### src/rtl/calpin_pkg.sv
package calpin_pkg;

  localparam int unsigned NUM_PINS = 2;

  typedef enum logic [1:0] {
    ST_IDLE = 2'd0,
    ST_CAPT = 2'd1,
    ST_AVG  = 2'd2,
    ST_HAND = 2'd3
  } calState_t;

  // control -> datapath strobes
  typedef struct packed {
    logic clrAcc;
    logic capEn;
    logic startDiv;
    logic commitLo;
    logic commitHi;
  } calStrobe_t;

endpackage

### src/rtl/cal_pin_qual.sv
module cal_pin_qual #(
  parameter int unsigned QUAL_CYCLES = 250000
) (
  input  logic clk,
  input  logic rstN,
  input  logic armed,
  input  logic pinIn,
  output logic qualified
);
  localparam int unsigned QW = $clog2(QUAL_CYCLES + 1);
  localparam logic [QW-1:0] QMAX = QW'(QUAL_CYCLES);

  logic [QW-1:0] highCnt;

  always_ff @(posedge clk or negedge rstN) begin
    if (!rstN)                 highCnt <= '0;
    else if (!armed || !pinIn) highCnt <= '0;
    else if (highCnt != QMAX)  highCnt <= highCnt + 1'b1;
  end

  assign qualified = (highCnt == QMAX);
endmodule

### src/rtl/cal_ctrl.sv
module cal_ctrl
  import calpin_pkg::*;
#(
  parameter int unsigned HOLDOFF_CYCLES = 30000000
) (
  input  logic       clk,
  input  logic       rstN,
  input  logic       qualLo,
  input  logic       qualHi,
  input  logic       pinLo,
  input  logic       pinHi,
  input  logic       capDone,
  input  logic       divDone,
  output logic       armed,
  output calStrobe_t strb,
  output logic       oeLo,
  output logic       oeHi,
  output logic       busy
);
  localparam int unsigned HW = $clog2(HOLDOFF_CYCLES + 1);
  localparam logic [HW-1:0] HMAX = HW'(HOLDOFF_CYCLES);

  logic [HW-1:0] holdCnt;
  calState_t     state, nextState;
  logic          selHi, nextSel;

  always_ff @(posedge clk or negedge rstN) begin
    if (!rstN)                holdCnt <= '0;
    else if (holdCnt != HMAX) holdCnt <= holdCnt + 1'b1;
  end
  assign armed = (holdCnt == HMAX);

  always_ff @(posedge clk or negedge rstN) begin
    if (!rstN) begin
      state <= ST_IDLE;
      selHi <= 1'b0;
    end else begin
      state <= nextState;
      selHi <= nextSel;
    end
  end

  always_comb begin
    nextState = state;
    nextSel   = selHi;
    strb      = '0;
    unique case (state)
      ST_IDLE: begin
        if (qualLo) begin
          nextState   = ST_CAPT;
          nextSel     = 1'b0;
          strb.clrAcc = 1'b1;
        end else if (qualHi) begin
          nextState   = ST_CAPT;
          nextSel     = 1'b1;
          strb.clrAcc = 1'b1;
        end
      end
      ST_CAPT: begin
        strb.capEn = 1'b1;
        if (capDone) begin
          strb.startDiv = 1'b1;
          nextState     = ST_AVG;
        end
      end
      ST_AVG: begin
        if (divDone) nextState = ST_HAND;
      end
      ST_HAND: begin
        if (selHi ? !pinHi : !pinLo) begin
          strb.commitLo = !selHi;
          strb.commitHi = selHi;
          nextState     = ST_IDLE;
        end
      end
      default: nextState = ST_IDLE;
    endcase
  end

  assign oeLo = (state == ST_CAPT || state == ST_AVG) && !selHi;
  assign oeHi = (state == ST_CAPT || state == ST_AVG) &&  selHi;
  assign busy = (state != ST_IDLE);
endmodule

### src/rtl/cal_data.sv
module cal_data
  import calpin_pkg::*;
#(
  parameter int unsigned DATA_W      = 16,
  parameter int unsigned NUM_SAMPLES = 15
) (
  input  logic              clk,
  input  logic              rstN,
  input  calStrobe_t        strb,
  input  logic              burstValid,
  input  logic [DATA_W-1:0] burstData,
  output logic              capDone,
  output logic              divDone,
  output logic [DATA_W-1:0] loEndpoint,
  output logic [DATA_W-1:0] hiEndpoint,
  output logic              commitStrobe
);
  localparam int unsigned CW    = $clog2(NUM_SAMPLES + 1);
  localparam int unsigned SUM_W = DATA_W + CW;
  localparam int unsigned RW    = $clog2(NUM_SAMPLES) + 2;
  localparam int unsigned DCW   = $clog2(SUM_W + 1);
  localparam int unsigned HALF  = NUM_SAMPLES / 2;

  logic [SUM_W-1:0]  sum, quo;
  logic [CW-1:0]     smpCnt;
  logic [RW-1:0]     rem, remShift;
  logic [DCW-1:0]    divCnt;
  logic              divBusy, fits;
  logic [DATA_W-1:0] avgSat;

  assign capDone = (smpCnt == CW'(NUM_SAMPLES));
  assign divDone = divBusy && (divCnt == '0);

  // accumulator
  always_ff @(posedge clk or negedge rstN) begin
    if (!rstN) begin
      sum    <= '0;
      smpCnt <= '0;
    end else if (strb.clrAcc) begin
      sum    <= '0;
      smpCnt <= '0;
    end else if (strb.capEn && burstValid && !capDone) begin
      sum    <= sum + SUM_W'(burstData);
      smpCnt <= smpCnt + 1'b1;
    end
  end

  // restoring divider, one quotient bit per cycle
  assign remShift = {rem[RW-2:0], quo[SUM_W-1]};
  assign fits     = (remShift >= RW'(NUM_SAMPLES));

  always_ff @(posedge clk or negedge rstN) begin
    if (!rstN) begin
      quo     <= '0;
      rem     <= '0;
      divCnt  <= '0;
      divBusy <= 1'b0;
    end else if (strb.startDiv) begin
      quo     <= sum + SUM_W'(HALF);
      rem     <= '0;
      divCnt  <= DCW'(SUM_W);
      divBusy <= 1'b1;
    end else if (divBusy) begin
      if (divCnt == '0) begin
        divBusy <= 1'b0;
      end else begin
        rem    <= fits ? remShift - RW'(NUM_SAMPLES) : remShift;
        quo    <= {quo[SUM_W-2:0], fits};
        divCnt <= divCnt - 1'b1;
      end
    end
  end

  assign avgSat = (|quo[SUM_W-1:DATA_W]) ? '1 : quo[DATA_W-1:0];

  always_ff @(posedge clk or negedge rstN) begin
    if (!rstN) begin
      loEndpoint   <= '0;
      hiEndpoint   <= '0;
      commitStrobe <= 1'b0;
    end else begin
      commitStrobe <= strb.commitLo | strb.commitHi;
      if (strb.commitLo) loEndpoint <= avgSat;
      if (strb.commitHi) hiEndpoint <= avgSat;
    end
  end
endmodule

### src/rtl/cal_pin_handshake.sv
module cal_pin_handshake
  import calpin_pkg::*;
#(
  parameter int unsigned DATA_W         = 16,
  parameter int unsigned NUM_SAMPLES    = 15,
  parameter int unsigned QUAL_CYCLES    = 250000,
  parameter int unsigned HOLDOFF_CYCLES = 30000000
) (
  input  logic              clk,
  input  logic              rstN,
  input  logic              calLoIn,
  input  logic              calHiIn,
  output logic              calLoOe,
  output logic              calHiOe,
  input  logic              burstValid,
  input  logic [DATA_W-1:0] burstData,
  output logic [DATA_W-1:0] loEndpoint,
  output logic [DATA_W-1:0] hiEndpoint,
  output logic              commitStrobe,
  output logic              calBusy
);
  logic [NUM_PINS-1:0] pinLvl, qualVec;
  logic                armed, capDone, divDone;
  calStrobe_t          strb;

  assign pinLvl = {calHiIn, calLoIn};

  for (genvar p = 0; p < NUM_PINS; p++) begin : g_qual
    cal_pin_qual #(.QUAL_CYCLES(QUAL_CYCLES)) u_qual (
      .clk      (clk),
      .rstN     (rstN),
      .armed    (armed),
      .pinIn    (pinLvl[p]),
      .qualified(qualVec[p])
    );
  end

  cal_ctrl #(.HOLDOFF_CYCLES(HOLDOFF_CYCLES)) u_ctrl (
    .clk    (clk),
    .rstN   (rstN),
    .qualLo (qualVec[0]),
    .qualHi (qualVec[1]),
    .pinLo  (calLoIn),
    .pinHi  (calHiIn),
    .capDone(capDone),
    .divDone(divDone),
    .armed  (armed),
    .strb   (strb),
    .oeLo   (calLoOe),
    .oeHi   (calHiOe),
    .busy   (calBusy)
  );

  cal_data #(.DATA_W(DATA_W), .NUM_SAMPLES(NUM_SAMPLES)) u_data (
    .clk         (clk),
    .rstN        (rstN),
    .strb        (strb),
    .burstValid  (burstValid),
    .burstData   (burstData),
    .capDone     (capDone),
    .divDone     (divDone),
    .loEndpoint  (loEndpoint),
    .hiEndpoint  (hiEndpoint),
    .commitStrobe(commitStrobe)
  );
endmodule

### config.mk
export PLATFORM = sky130hd
export DESIGN_NAME = cal_pin_handshake
export DESIGN_NICKNAME = d
export VERILOG_FILES = /design/src/rtl/calpin_pkg.sv /design/src/rtl/cal_pin_qual.sv /design/src/rtl/cal_ctrl.sv /design/src/rtl/cal_data.sv /design/src/rtl/cal_pin_handshake.sv
export SDC_FILE = /design/constraint.sdc
export NUM_CORES = 1
export LEC_CHECK = 0
export ABC_AREA = 1
export BUFFER_PORTS_ARGS = -buffer_cell sky130_fd_sc_hd__buf_2
export CORE_ASPECT_RATIO = 0.7
export CORE_MARGIN = 1.5
export CORE_UTILIZATION = 30
export CTS_BUF_LIST = sky130_fd_sc_hd__clkbuf_4 sky130_fd_sc_hd__clkbuf_8 sky130_fd_sc_hd__clkbuf_16
export DETAILED_ROUTE_END_ITERATION = 10
export PLACE_DENSITY = 0.52
export RECOVER_POWER = 25
export SLEW_MARGIN = 20
export SYNTH_ARGS = -nofsm -noshare
export SYNTH_HDL_FRONTEND = slang
export SYNTH_HIERARCHICAL = 1
export SYNTH_SLANG_ARGS = --single-unit
### constraint.sdc
create_clock -name clk -period 6.3 [get_ports clk]
set_input_delay 0.63 -clock clk [delete_from_list [all_inputs] [get_ports clk]]
set_output_delay 0.63 -clock clk [all_outputs]
set_load 0.05 [all_outputs]
Word-level counts from Yosys, hierarchy flattened
Cells that the tools add are included.

word-level totals
  flip-flop bits (word level) = 152
  bits in latches = 0
  memory bits (writable) = 0
  memory bits (read-only) = 0
  bits of input ports = 21
  output and inout port bits = 36
  memories kept = 0

operators by class
  add/sub/neg operators = 8
  multipliers = 0
  div/mod/pow operators = 0
  $lt $le $gt $ge = 1
  equal/unequal tests = 15
  shift-type cells = 0
  multiplexer cells = 38
  bitwise gates (word level) = 1
  reduce and logical (&&, ||, !) cells = 25

operators with widths
  operator               count
  $mux 20                5
  $mux 18                4
  $add 18x1->18 const B  2
  $eq 18x18->1 const B   2
  $ne 18x18->1 const B   2
  $mux 5                 7
  $add 25x1->25 const B  1
  $eq 25x25->1 const B   1
  $ne 25x25->1 const B   1
  $add 20x16->20         1
  $add 20x3->20 const B  1
  $mux 16                1
  $mux 2                 8
  $reduce_bool 2->1      6
  $mux 1                 10
  $mux 4                 2
  $pmux 2 s4             1
  $ge 6x4->1 const B     1
  $logic_and 1x1->1      5
  $logic_not 1->1        5
  $logic_not 5->1        1
  $sub 5x1->5 const B    1
  $sub 5x4->5 const B    1
  $add 4x1->4 const B    1
  12 further kinds       18

Longest topological paths before layout
Gate-level depths: netlist of run 1.

  depth in word-level cells = 7
  depth in mapped cells = 12

Hierarchy
Netlist of run 1, hierarchy kept.

by module, submodules not included
  module        instances  cells each  area each (um2)  seq. area each (um2)
  cal_data      1          667         5,203.7          2,202.1
  cal_pin_qual  2          171         1,146.1          450.4
  cal_ctrl      1          251         1,781.7          700.7

Least setup slack after synthesis of run 1
OpenSTA, ideal clock, no wires.

  kind = register to register
  start point = register g_qual[0].u_qual.highCnt[0]
  end point = register u_data.sum[10]
  arrival time = 2,208 ps
  setup slack = 3,969 ps
  stages on the path, launching flop included = 12
  path buffers = 0
  period minus slack after synthesis = 2,331 ps
  cells stage by stage = dfrtp_1 -> inv_1 -> ha_1 -> nand3_1 -> nor4_1 -> inv_1 -> a21oi_1 -> nor2_4 -> inv_2 -> a21oi_1 -> o21ai_1 -> o21ai_2

RTL lines
  what                    line                source
  start, declared         cal_pin_qual.sv:13  logic [QW-1:0] highCnt;
  start signal, assigned  cal_pin_qual.sv:18  else if (highCnt != QMAX) highCnt <= highCnt + 1'b1;
  end signal, assigned    cal_data.sv:43      sum <= sum + SUM_W'(burstData);
  end, declared           cal_data.sv:24      logic [SUM_W-1:0] sum, quo;

==> results.md, run 1 <==
- The flow ran to the end, and the final reports show no timing, DRC or antenna violations.
- Across the whole layout, storage elements account for between 3000 and 4000 um^2.
- Prior to clock tree synthesis, the placed netlist has a worst setup slack of 3.27 ns.
- The cell area that synthesis handed to floorplanning was approximately 9000 um^2.
- Routability-driven placement finished with a final weighted congestion of 0.877.
- Row generation in the floorplan step produced 53 rows.
- The net total in the final layout is roughly 1400.
- The synthesized netlist devotes between 30% and 40% of its cell area to simple gates.
- The worst setup path is of the reg -> reg kind.
- In the synthesized netlist, the number of instances is 1260.
- The hold-fix buffer count after cts is 0.
- The sequential-to-total area share from yosys stat is between 40% and 50%.
- The switching power share of the total is 24.4%.
- The number of clock buffers added by TritonCTS is 17.
- The slew at the pin with the worst max-slew slack is 0.923 ns.
- The worst-case IR drop observed on VDD is roughly 0.2 mV.
- Across the run, the number of max-cap violations was 0.
- The later-pin clock latency in the skew report is 0.44 ns.
- The worst setup path is captured at a register.
- The first global-routing pass estimated ~40000 um of wire.
- The initial antenna violation count is 0.
- The largest buffer count on any clock path is 2.
- 0 antenna diodes ended up in the layout.
- The count of unresolved DRC violations after routing is 0.
- Of the total power, the clock network draws approximately half.
- The die area is roughly 32000 um^2.
- In this run the vertical extent of the chip is 150 um.
- Post-CTS timing repair inserted 0 buffers for setup.
- The power density over the cells is 206 nW/um^2.
- The number of max-slew violations in the final report was 0.
- The count of nets left with antenna violations once routing finished came out at 0.
- The class of the worst hold path is in -> async.
- Setup repair after global routing left no endpoint under its margin.
- The fraction of registers with async set or reset after synthesis is 100%.
- The overflow left after global routing is 0.
- The dominant register cell in the synthesized netlist is sky130_fd_sc_hd__dfrtp_1.
- The total track usage is 16.2%.
- The clock tree from TritonCTS is done.
- The initial cell density of the core is 30.7%.
- At the worst endpoint, the arrival time is 3.35 ns.
- The H-tree depth is 4.
- The synthesized flop and latch total is between 150 and 200.
- The utilization after layout is a little over a third.
- After clock tree synthesis, the repair step resized 0 gates.
- The post-synthesis to final-layout area growth is 14.4%.
- In this run the mean area of a mapped cell was 7.36 um^2.
- Counting cells, the worst reg-to-reg path comes to 11.
- The largest net degree at the start of global routing is 79.
- The clock-pin slew on the worst setup and hold paths is 0.06 ns.
- In this run the power spent charging and discharging nets is around 530 uW.
- The I/O pin count is 57.
- The count of unique library cells instantiated by Yosys is 51.
- The number of DRC markers in iteration 0 is between 700 and 800.
- The placed wire-length estimate after detailed placement is between 15000 and 20000 um.
- The combinational family with the most area after synthesis is simple AND/OR/NAND/NOR gates.
- The portion of synthesized area spent on multiplexers is 0.243%.
- The die is 213 um wide.
- Setup slack on the critical path of the routed design comes to 3.27 ns.
- The parity-gate share of the synthesized area counting xor and xnor cells is 1.89%.
- The leakage power of the design is 0.00499 uW.
- The area taken by multi-input logic gates is 4720 um^2.
- The core area is around 30000 um^2.
- The setup clock skew after layout is 0.0146 ns.
- After layout, the worst path uses roughly half of the clock period.
- The number of failing setup endpoints in the final timing report is 0.
- Data on the critical path is required at its endpoint by roughly 6.6 ns.
- The via count of the first global-routing pass is 7443.
- Buffers placed on the I/O ports in this run total 56.
- The number of detailed-route iterations in the first pass is 6.
- The number of vias per cell is approximately 4.7.
- The count of endpoints failing hold in the final timing report came to 0.
- The final period demand of the worst path is 3.03 ns.
- The clock drives 152 sinks.
- Counting flops with a built-in enable in the synthesized netlist gives 0.
- The worst setup path is launched from a register.
- The share of layout cells above drive strength 1 is between 10% and 20%.
- The total length of routed wires is 24700 um.
- The tree is rooted in a sky130_fd_sc_hd__clkbuf_16.
- The synthesized netlist devotes a little under an eighth of its cell area to compound gates.
- The number of warning messages in the yosys log is 6.
- The via count is 8231.
- When the netlist entered floorplanning its net count stood at 1313.
- The mean routed wirelength per cell is approximately 14 um.
- Based on the critical path, the design can be clocked at up to 330 MHz.
- Of all nets on the critical path, the largest fanout is 21.
- Summing the areas of all fa, ha and maj instances in the mapped netlist gives 4.40% of the synthesized area.
- After filler insertion, the fill cell instance count of the layout stands at 3264.
- The logic gate share of total power is under 10%.
- Internal power comes to 1660 uW.
- The proportion of power drawn by flip-flops and latches is 45.0%.
- Headroom to the max-slew limit came out at 38.5%.
- The summed negative setup slack over all endpoints is 0 ns.
[registers in the layout (all words and copies together), names as in the netlist]
signal                 cells
u_data/rem                 5
u_data/sum                20
u_ctrl/holdCnt            25
u_data/loEndpoint         16
u_data/smpCnt              4
u_data/commitStrobe        1
g_qual.u_qual/highCnt     36
u_ctrl/state               2
u_ctrl/selHi               1
u_data/hiEndpoint         16
u_data/divCnt              5
u_data/quo                20
u_data/divBusy             1
[cell families after synthesis]
| kind of cell | Yosys count |
|---|---|
| xor+xnor | 20 |
| buf+inv | 190 |
| compound gates | 179 |
| simple gates | 686 |
| fa+ha+maj | 32 |
| mux | 1 |
| flops | 152 |
[area by class of cell]
class	count	share of cell area (%)
multi-input cells	918	44.5
flip-flops and latches	152	35.8
inverters	168	5.99
clock inverters	14	1.72
repair buffers	60	2.98
clock buffers	18	4.14
well taps	412	4.86
[power groups by stage]
stage	clock network (uW)	logic [uW]	registers [uW]
floorplan	0	46.3	1020
global placement	0	114	1000
detailed placement	0	114	1000
CTS	1120	114	984
global route	1170	128	984
finish	1090	113	984
[stage by stage]
step | area, um^2 | instances | power [uW] | hold WS, ns
final | 10600 | 1742 | 2190 | 0.233
after floorplan | 9280 | 1260 | 1070 | 0.334
after detailed placement | 10000 | 1710 | 1120 | 0.461
after global placement | 10000 | 1710 | 1120 | 0.460
after global routing | 10600 | 1742 | 2280 | 0.297
after CTS | 10600 | 1742 | 2220 | 0.275
[Yosys cell counts (9+ instances only)]
cell | n | area share [%]
sky130_fd_sc_hd__nor2_2 | 19 | 1.3
sky130_fd_sc_hd__nand2_2 | 14 | 0.94
sky130_fd_sc_hd__nand2_1 | 311 | 13
sky130_fd_sc_hd__inv_1 | 152 | 6.1
sky130_fd_sc_hd__ha_1 | 31 | 4.2
sky130_fd_sc_hd__a21oi_1 | 52 | 2.8
sky130_fd_sc_hd__nor3_1 | 10 | 0.54
sky130_fd_sc_hd__o21ai_1 | 12 | 0.65
sky130_fd_sc_hd__dfrtp_1 | 152 | 41
sky130_fd_sc_hd__a31oi_1 | 33 | 2.2
sky130_fd_sc_hd__nand3_1 | 78 | 4.2
sky130_fd_sc_hd__xor2_1 | 11 | 1.0
sky130_fd_sc_hd__o221ai_1 | 11 | 1.0
sky130_fd_sc_hd__nand4_1 | 20 | 1.3
sky130_fd_sc_hd__clkbuf_1 | 9 | 0.36
sky130_fd_sc_hd__inv_2 | 12 | 0.49
sky130_fd_sc_hd__o21ai_0 | 39 | 2.1
sky130_fd_sc_hd__xnor2_1 | 9 | 0.85
sky130_fd_sc_hd__nor2_1 | 196 | 7.9
[routing by layer]
| metal | share of wire (%) | GRT usage [%] | vias to the layer above |
|---|---|---|---|
| met5 | 0 | 0 | - |
| met4 | 1.2 | 4.33 | 0 |
| met3 | 5.6 | 3.05 | 20 |
| met2 | 36 | 20.0 | 205 |
| met1 | 57 | 27.2 | 3798 |
| li1 | - | - | 4208 |
[final timing paths]
kind | slack (ns) | start | endpoint
worst max register to register | 3.27 | u_data/smpCnt[0] | u_data/quo[17]
worst max-delay path | 3.27 | u_data/smpCnt[0] | u_data/quo[17]
worst min register to register | 0.47 | u_data/divCnt[3] | u_data/divCnt[3]
worst min-delay path | 0.23 | rstN | g_qual[0].u_qual/highCnt[7]
max in group asynchronous | 4.63 | rstN | u_data/commitStrobe
min in group clk | 0.47 | u_data/divCnt[3] | u_data/divCnt[3]
[cell usage in the layout (no fill, tap or decap), types with 31 or more instances in the layout]
cell	synthesis	routed
sky130_fd_sc_hd__nand2_1	311	311
sky130_fd_sc_hd__nor2_1	196	196
sky130_fd_sc_hd__inv_1	152	153
sky130_fd_sc_hd__ha_1	31	31
sky130_fd_sc_hd__nand3_1	78	80
sky130_fd_sc_hd__buf_2	8	55
sky130_fd_sc_hd__o21ai_0	39	39
sky130_fd_sc_hd__a21oi_1	52	52
sky130_fd_sc_hd__dfrtp_1	152	152
sky130_fd_sc_hd__a31oi_1	33	33
[worst max-delay path, cell delays in order, from the launching register on]
cell and delay, ns:
sky130_fd_sc_hd__dfrtp_1 0.43, sky130_fd_sc_hd__ha_1 0.22, sky130_fd_sc_hd__nand2_2 0.08, sky130_fd_sc_hd__nor2_4 0.10, sky130_fd_sc_hd__nand2_1 0.06, sky130_fd_sc_hd__inv_1 0.43
sky130_fd_sc_hd__inv_1 0.28, sky130_fd_sc_hd__nand2_1 0.60, sky130_fd_sc_hd__inv_1 0.31, sky130_fd_sc_hd__nand2_1 0.11, sky130_fd_sc_hd__o21ai_0 0.10, sky130_fd_sc_hd__o21bai_1 0.18
Power figures use the tool's default switching activity.
==> run 2, diff against run 1 <==
PLACE_DENSITY = 0.54   (was 0.52)
clock period = 2.7 ns   (was 6.3 ns; I/O delays follow)
==> run 2 against run 1 <==
Compared with the run above:
- the flow now finishes with violations (capacitance limit, slew limit)
- largest power group unchanged
- via count up 0.94%
- register-to-register slack worse by 2.9 ns
- flip-flop and latch count unchanged
- total power up 120%
- global-route usage about the same
- utilization up 0.14 points
- sequential power up 130%
- cell area up 0.40%
==> results.md, run 2 (synthesized netlist as in run 1, its figures left out) <==
- The headroom to the max-slew limit is -26.4%.
- The post-synthesis to final-layout area growth is 14.8%.
- Summed over all cells, the static leakage comes to around 0.005 uW.
- The core area is 30200 um^2.
- The summed negative setup slack over all endpoints is 0 ns.
- After detailed placement, the design holds a cell count of approximately 1700.
- The total track usage is 16.2%.
- STA puts the critical path data arrival time at 2.69 ns.
- The die covers 32000 um^2.
- The number of failing setup endpoints in the final timing report is 0.
- Counting flops per register, the top entry is g_qual.u_qual/highCnt.
- Using the TritonRoute via totals, the vias-per-cell ratio works out to 4.74.
- The overflow left after global routing is 0.
- The post-route clock period utilization is 87.6%.
- The first detailed-routing pass ran for 5 iterations.
- The clock tree from TritonCTS is done.
- Detailed placement finished with a half-perimeter wire length of 19100 um.
- The largest net degree at the start of global routing is 71.
- Of the cells placed in the final design, the portion with a size suffix greater than 1 is between 10% and 20%.
- At the end of routability-driven placement, the weighted congestion stood at 0.907.
- The count of endpoints failing hold in the final timing report came to 0.
- In the final layout, flip-flops and latches occupy 3800 um^2.
- The tree built by TritonCTS fans out to 152 sinks.
- Walking the worst path, the cells encountered are inv_1 > ha_1 > nand3_1 > nor4_1 > inv_1 > a21oi_1 > buf_4 > nor2_4 > inv_2 > a21oi_1 > o21ai_1 > o21ai_2.
- Of the total power, combinational logic draws 5.6%.
- The number of DRC markers in iteration 0 is 727.
- The clock power share is 47.4%.
- The initial antenna violation count came to 0.
- The number of cells upsized or downsized after cts is 0.
- The highest fanout seen on the critical path is 10.
- The net switching power figure is 1210 uW.
- STA classifies the critical path endpoint as a register.
- STA classifies the critical path startpoint as a register.
- The H-tree depth is 4.
- The setup path with the least slack is of type reg -> reg.
- The net total in the final layout is 1380.
- The buffers inserted during post-CTS setup optimization is 0.
- For the pin with the worst max-slew slack, the measured transition is 1.90 ns.
- The clock-pin slew on the worst setup and hold paths is 0.06 ns.
- For the worst setup path, the data required time is just over 3 ns.
- The routed design has 24800 um of wire.
- The later-pin clock latency in the skew report is approximately 0.44 ns.
- After detailed routing, the average wire length per cell comes to around 14 um.
- The initial cell density of the core is 30.7%.
- During I/O placement, the number of pins put on the boundary was between 50 and 60.
- The largest individual stage delay along the critical path comes from the cell sky130_fd_sc_hd__dfrtp_1.
- The die span in y is 150 um.
- The switching power share of the total is about a quarter.
- The count of unresolved DRC violations after routing is 0.
- The tool flagged a number of max-cap violations equal to 1.
- The largest single stage delay on the critical path is 0.42 ns.
- The final period demand of the worst path is 2.37 ns.
- In this run the power density over the cells is 459 nW/um^2.
- The count of input and output buffers is 56.
- The via count of the first global-routing pass is 7421.
- The count of antenna diodes in the layout is 0.
- The floorplan has 53 rows.
- Setup repair after global routing left no endpoint under its margin.
- The fill cell total of the finished layout is 3237.
- The flip-flop count of the largest register, all copies and words added is 36.
- The routed layout has 8308 vias.
- The worst-case IR drop observed on VDD is 0.445 mV.
- The flow ran to the end, but the final reports show violations.
- Cell internal power was estimated by the tool at 3680 uW.
- The class of the worst hold path is in -> reg.
- The final reports fail on capacitance limit, slew limit.
- The global-route wire length before repair is 40300 um.
- Between clock sinks in the finished design, the worst skew comes to approximately 0.0067 ns.
- The largest buffer count on any clock path is 2.
- The library cell used most frequently in the layout, excluding fill and tap cells, is sky130_fd_sc_hd__nand2_1.
- The largest registers in the layout are g_qual.u_qual/highCnt: 36 flops, u_ctrl/holdCnt: 25 flops.
- The number of CTS-inserted buffers is 17.
- Leaving out fill and tap cells, the most frequent cells in the layout are sky130_fd_sc_hd__nand2_1, sky130_fd_sc_hd__nor2_1, sky130_fd_sc_hd__inv_1, sky130_fd_sc_hd__dfrtp_1, sky130_fd_sc_hd__nand3_1.
- The count of nets left with antenna violations once routing finished came out at 0.
- Per report_power, the sequential group accounts for 47.0% of the total.
- The area taken by multi-input logic gates is 4730 um^2.
- The maximum clock frequency is 423 MHz.
- In this run the horizontal extent of the chip is 213 um.
- The root buffer cell chosen for the clock tree is sky130_fd_sc_hd__clkbuf_16.
- The number of max-slew violations in the final report is 70.
- The number of standard cells in the layout, taps in and fillers out is between 1500 and 2000.
run 2: changes by cell type in the layout (fill, tap and decap cells not counted), sizes merged:
cell         previous run  this run
clkinv                  5         7
clkbuf                 18        20
dlygate4sd3             0         1
bufinv                  3         1
clkinvlp                1         2
inv                   173       170
buf                    60        68
run 2: final cells by class:
cell class              count  area share (%)
multi-input cells         918            44.4
flip-flops and latches    152            35.7
inverters                 168            5.97
well taps                 412            4.84
clock buffers              19            4.19
repair buffers             70            3.76
clock inverters            12            1.12
run 2: power groups by stage:
stage / combinational, uW / sequential, uW / clock [uW]
final: 273 / 2300 / 2320
after floorplan: 108 / 2380 / 0
after global routing: 307 / 2300 / 2500
after global placement: 274 / 2340 / 0
after detailed placement: 274 / 2340 / 0
after CTS: 277 / 2300 / 2380
run 2: metrics by stage:
step | worst slack, ns | total power, uW | cell area, um^2 | utilization, % | hold slack (ns)
2_1_floorplan | 0.369 | 2490 | 9280 | - | -0.0256
6_report | 0.334 | 4890 | 10700 | 35.2 | 0.177
5_1_grt | 0.182 | 5100 | 10700 | 35.2 | 0.213
3_3_place_gp | 0.497 | 2610 | 10100 | 33.4 | 0.345
3_5_place_dp | 0.377 | 2610 | 10100 | 33.4 | 0.339
4_1_cts | 0.332 | 4960 | 10700 | 35.3 | 0.163
run 2: path summary, 6_finish.rpt:
path                                             start                     endpoint  slack (ns)  cells past startpoint
hold / removal                            burstData[0]                u_data/sum[0]        0.18                      4
setup / recovery           g_qual[0].u_qual/highCnt[0]                u_data/sum[7]        0.33                     12
hold reg to reg                       u_data/divCnt[3]             u_data/divCnt[3]        0.47                      1
min in group asynchronous                         rstN  g_qual[0].u_qual/highCnt[8]        0.90                      2
setup reg to reg           g_qual[0].u_qual/highCnt[0]                u_data/sum[7]        0.33                     12
max in group asynchronous                         rstN                u_data/quo[6]        0.68                      2
run 2: critical path: cells and delay by family (launching register included):
kind	cells	cell delay (ns)
buffers and inverters	4	0.61
and+or+nand+nor	3	0.60
AOI/OAI and AO/OA	4	0.42
DFF	1	0.42
adders and majority gates	1	0.18
run 2: per-layer routing:
layer / track usage, % / part of all wire (%) / vias up
met5: 0 / 0 / -
met4: 4.33 / 0.94 / 0
met3: 3.82 / 6.4 / 15
met2: 19.4 / 35 / 204
met1: 27.2 / 57 / 3884
li1: - / - / 4205
run 2: repair_timing:
item,4_1_cts,5_1_grt
hold buffers,1,0
endpoints found under the setup margin,0,0
hold endpoints to repair,65,0
==> run 3, diff against run 2 <==
CORE_MARGIN = 1   (was 1.5)
==> run 3 against run 2 <==
Compared with the run above:
- the run still ends with capacitance limit, slew limit left
- highest routed layer unchanged
- critical path depth did not move
- sequential power barely moved
- critical path type unchanged
- non-clock buffer count did not move
==> results.md, run 3 (synthesized netlist as in run 1, its figures left out) <==
- The worst pin sits at a relative slew slack of -16.0%.
- The data required time of the critical path is 3.02 ns.
- The number of buffers and inverters on the critical path is 4.
- The post-route met1 wirelength is around 14000 um.
- The number of vias per cell is roughly 4.7.
- The smallest clock period supported by the final layout is computed as about 2.4 ns.
- Power spread over the standard cell area amounts to around 470 nW/um^2.
- The count of input and output buffers is 56.
- The worst setup path is captured at a register.
- The placed wire-length estimate after detailed placement is 18900 um.
- The critical register-to-register path endpoint is u_data/sum[5].
- The number of standard cells in the layout, taps in and fillers out is 1752.
- Across all register-to-register paths, the minimum setup slack is 0.33 ns.
- The logic gate share of total power is 5.4%.
- The via count of the first global-routing pass was 7510.
- The count of antenna diodes in the layout is 0.
- The I/O pin count is 57.
- The die covers 31600 um^2.
- The post-route clock period utilization is 87.9%.
- The overflow left after global routing is 0.
- In the final layout, the registers with the most flip-flops are g_qual.u_qual/highCnt: 36 flops, u_ctrl/holdCnt: 25 flops.
- The largest buffer count on any clock path is 2.
- The clock-pin slew on the worst setup and hold paths is 0.07 ns.
- The top cell family by delay on the critical path is buffers and inverters.
- Per report_power, the clock group accounts for about half of the total.
- Across the run, the number of max-cap violations was 1.
- After detailed placement, the design holds a cell count of 1719.
- The delay contributed by the slowest stage of the critical path is 0.42 ns.
- The met2 wire length is ~8800 um.
- The launching point of the worst reg2reg path is g_qual[0].u_qual/highCnt[0].
- The worst register-to-register path has a depth of 12.
- The most common cell after layout, fill and taps aside is sky130_fd_sc_hd__nand2_1.
- The initial antenna violation count is 0.
- The net switching power figure is 1290 uW.
- The register with the most flip-flops in the layout has 36 of them.
- Setup slack on the critical path of the routed design comes to 0.326 ns.
- The clock drives 152 sinks.
- The total length of routed wires is 24900 um.
- For this configuration, the core starts out at a cell density of a little under a third.
- The final RePlAce weighted congestion is 0.883.
- Data arrives at the worst endpoint at 2.69 ns.
- Internal power comes to 3700 uW.
- The slew at the pin with the worst max-slew slack is approximately 1.7 ns.
- The largest net degree at the start of global routing is 65.
- Before antenna repair, the detailed router went through 5 iterations.
- After detailed routing, the met3 layer carries 1550 um of wire.
- Summed over all cells, the static leakage comes to roughly 0.005 uW.
- Timing analysis after detailed placement gives a worst setup slack of 0.209 ns.
- The clock tree root buffer cell is sky130_fd_sc_hd__clkbuf_16.
- The final reports fail on capacitance limit, slew limit.
- The post-synthesis to final-layout area growth is 15.1%.
- In this run the worst path has a maximum fanout of 10.
- The share of total power dissipated in sequential elements is around 46%.
- STA classifies the critical path startpoint as a register.
- The peak supply drop is roughly 0.47 mV.
- The fill cell total of the finished layout is between 3000 and 4000.
- The min-delay analysis places its worst path in the category in -> reg.
- Post-CTS timing repair inserted 0 buffers for setup.
- The later-pin clock latency in the skew report is 0.45 ns.
- The net total in the final layout is 1380.
- For the final database, setup skew stands at just under 0.01 ns.
- The number of max-slew violations in the final report is 64.
- The total track usage is 16.8%.
- The count of endpoints failing hold in the final timing report was 0.
- The die is ~210 um wide.
- Once detail routing completed, the nets flagged for antenna violations numbered 0.
- After floorplanning, the core was sized to cover 30200 um^2.
- Cells with a size suffix above 1 make up 13.8% of the layout.
- Timing would allow up to 421 MHz.
- Counting instances, the worst hold path has a depth of 4.
- Setup violations remaining at the end of the flow were counted as 0.
- The launch point of the worst hold path is burstData[0].
- The count of unresolved DRC violations after routing is 0.
- The master of the slowest instance on the critical path is sky130_fd_sc_hd__dfrtp_1.
- The critical path goes through inv_1 > ha_1 > nand3_1 > nor4_2 > inv_1 > a21oi_1 > buf_4 > nor2_4 > inv_2 > a21oi_1 > o21ai_0 > o21ai_1.
- CTS built an H-tree with a depth of 4.
- The type of the worst setup path is reg -> reg.
- The mean routed wirelength per cell is between 10 and 15 um.
- For this block, the via count after detailed routing is 8202.
- The run finished, with violations left.
- The cell row count is 53.
- Of the total power, the share spent switching nets is 25.9%.
- The number of DRC markers in iteration 0 is 734.
- The first global-routing pass estimated 40900 um of wire.
- The die is 149 um tall.
- In the layout the commonest cells are sky130_fd_sc_hd__nand2_1, sky130_fd_sc_hd__nor2_1, sky130_fd_sc_hd__inv_1, sky130_fd_sc_hd__dfrtp_1, sky130_fd_sc_hd__nand3_1.
- The highest metal layer with signal wires is met4.
- The number of CTS-inserted buffers is 17.
- The endpoint with the worst hold slack is u_data/sum[0].
- The clock tree from TritonCTS is done.
- The register bank with the most flops is g_qual.u_qual/highCnt.
[run 3: cell count changes in the layout (fill, tap and decap cells not counted)]
cell,previous run,this run
sky130_fd_sc_hd__clkbuf_4,1,0
sky130_fd_sc_hd__inv_8,1,4
sky130_fd_sc_hd__inv_6,3,6
sky130_fd_sc_hd__nor4_2,0,1
sky130_fd_sc_hd__nor4_1,3,2
sky130_fd_sc_hd__clkinv_2,2,1
sky130_fd_sc_hd__clkinv_4,3,0
[run 3: layer usage]
layer	vias to the layer above	track usage [%]
li1	4212	-
met1	3753	27.9
met2	216	20.4
met3	21	3.62
met4	0	4.78
met5	-	0
[run 3: how the worst max path moves through the flow]
stage | from | endpoint | slack [ns] | cells past startpoint
detailed placement | g_qual[0].u_qual/highCnt[0] | u_data/sum[5] | 0.21 | 12
global route | g_qual[0].u_qual/highCnt[0] | u_data/sum[5] | -0.05 | 12
floorplan | g_qual[0].u_qual/highCnt[0] | u_data/sum[10] | 0.37 | 11
finish | g_qual[0].u_qual/highCnt[0] | u_data/sum[5] | 0.33 | 12
global placement | g_qual[0].u_qual/highCnt[0] | u_data/sum[7] | 0.39 | 12
CTS | g_qual[0].u_qual/highCnt[0] | u_data/sum[5] | 0.19 | 12
[run 3: cell type report]
cell class | count | area, um^2 | share of cell area (%)
multi-input cells | 918 | 4740 | 44.4
flip-flops and latches | 152 | 3800 | 35.6
inverters | 168 | 636 | 5.95
well taps | 412 | 515 | 4.83
clock buffers | 18 | 439 | 4.11
repair buffers | 70 | 400 | 3.75
clock inverters | 14 | 148 | 1.38
[run 3: per-stage QoR]
stage	TNS [ns]	hold WS [ns]	utilization [%]	total power, uW	instance area (um^2)
after floorplan	0	-0.0256	-	2490	9280
after global placement	0	0.313	33.4	2610	10100
after detailed placement	0	0.321	33.4	2610	10100
after CTS	0	0.165	35.3	5070	10700
after global routing	-0.0520	0.189	35.3	5200	10700
final	0	0.182	35.3	4980	10700
[run 3: power groups by stage]
stage	Combinational (uW)	Sequential [uW]	Clock (uW)
after floorplan	108	2380	0
final	271	2300	2420
after global routing	304	2300	2600
after CTS	274	2300	2500
after detailed placement	272	2340	0
after global placement	273	2340	0
[run 3: worst reg2reg max path: stages, from the launching register on]
cell and delay, ns:
sky130_fd_sc_hd__dfrtp_1 0.42, sky130_fd_sc_hd__inv_1 0.10, sky130_fd_sc_hd__ha_1 0.17, sky130_fd_sc_hd__nand3_1 0.13, sky130_fd_sc_hd__nor4_2 0.38, sky130_fd_sc_hd__inv_1 0.10, sky130_fd_sc_hd__a21oi_1 0.16, sky130_fd_sc_hd__buf_4 0.19
sky130_fd_sc_hd__nor2_4 0.09, sky130_fd_sc_hd__inv_2 0.23, sky130_fd_sc_hd__a21oi_1 0.06, sky130_fd_sc_hd__o21ai_0 0.12, sky130_fd_sc_hd__o21ai_1 0.10
[run 3: what timing repair did]
action                     in CTS  in global routing
hold buffers                    1                  0
setup endpoints to repair       0                 10
hold endpoints to repair       60                  0
gates resized for setup         0                  1
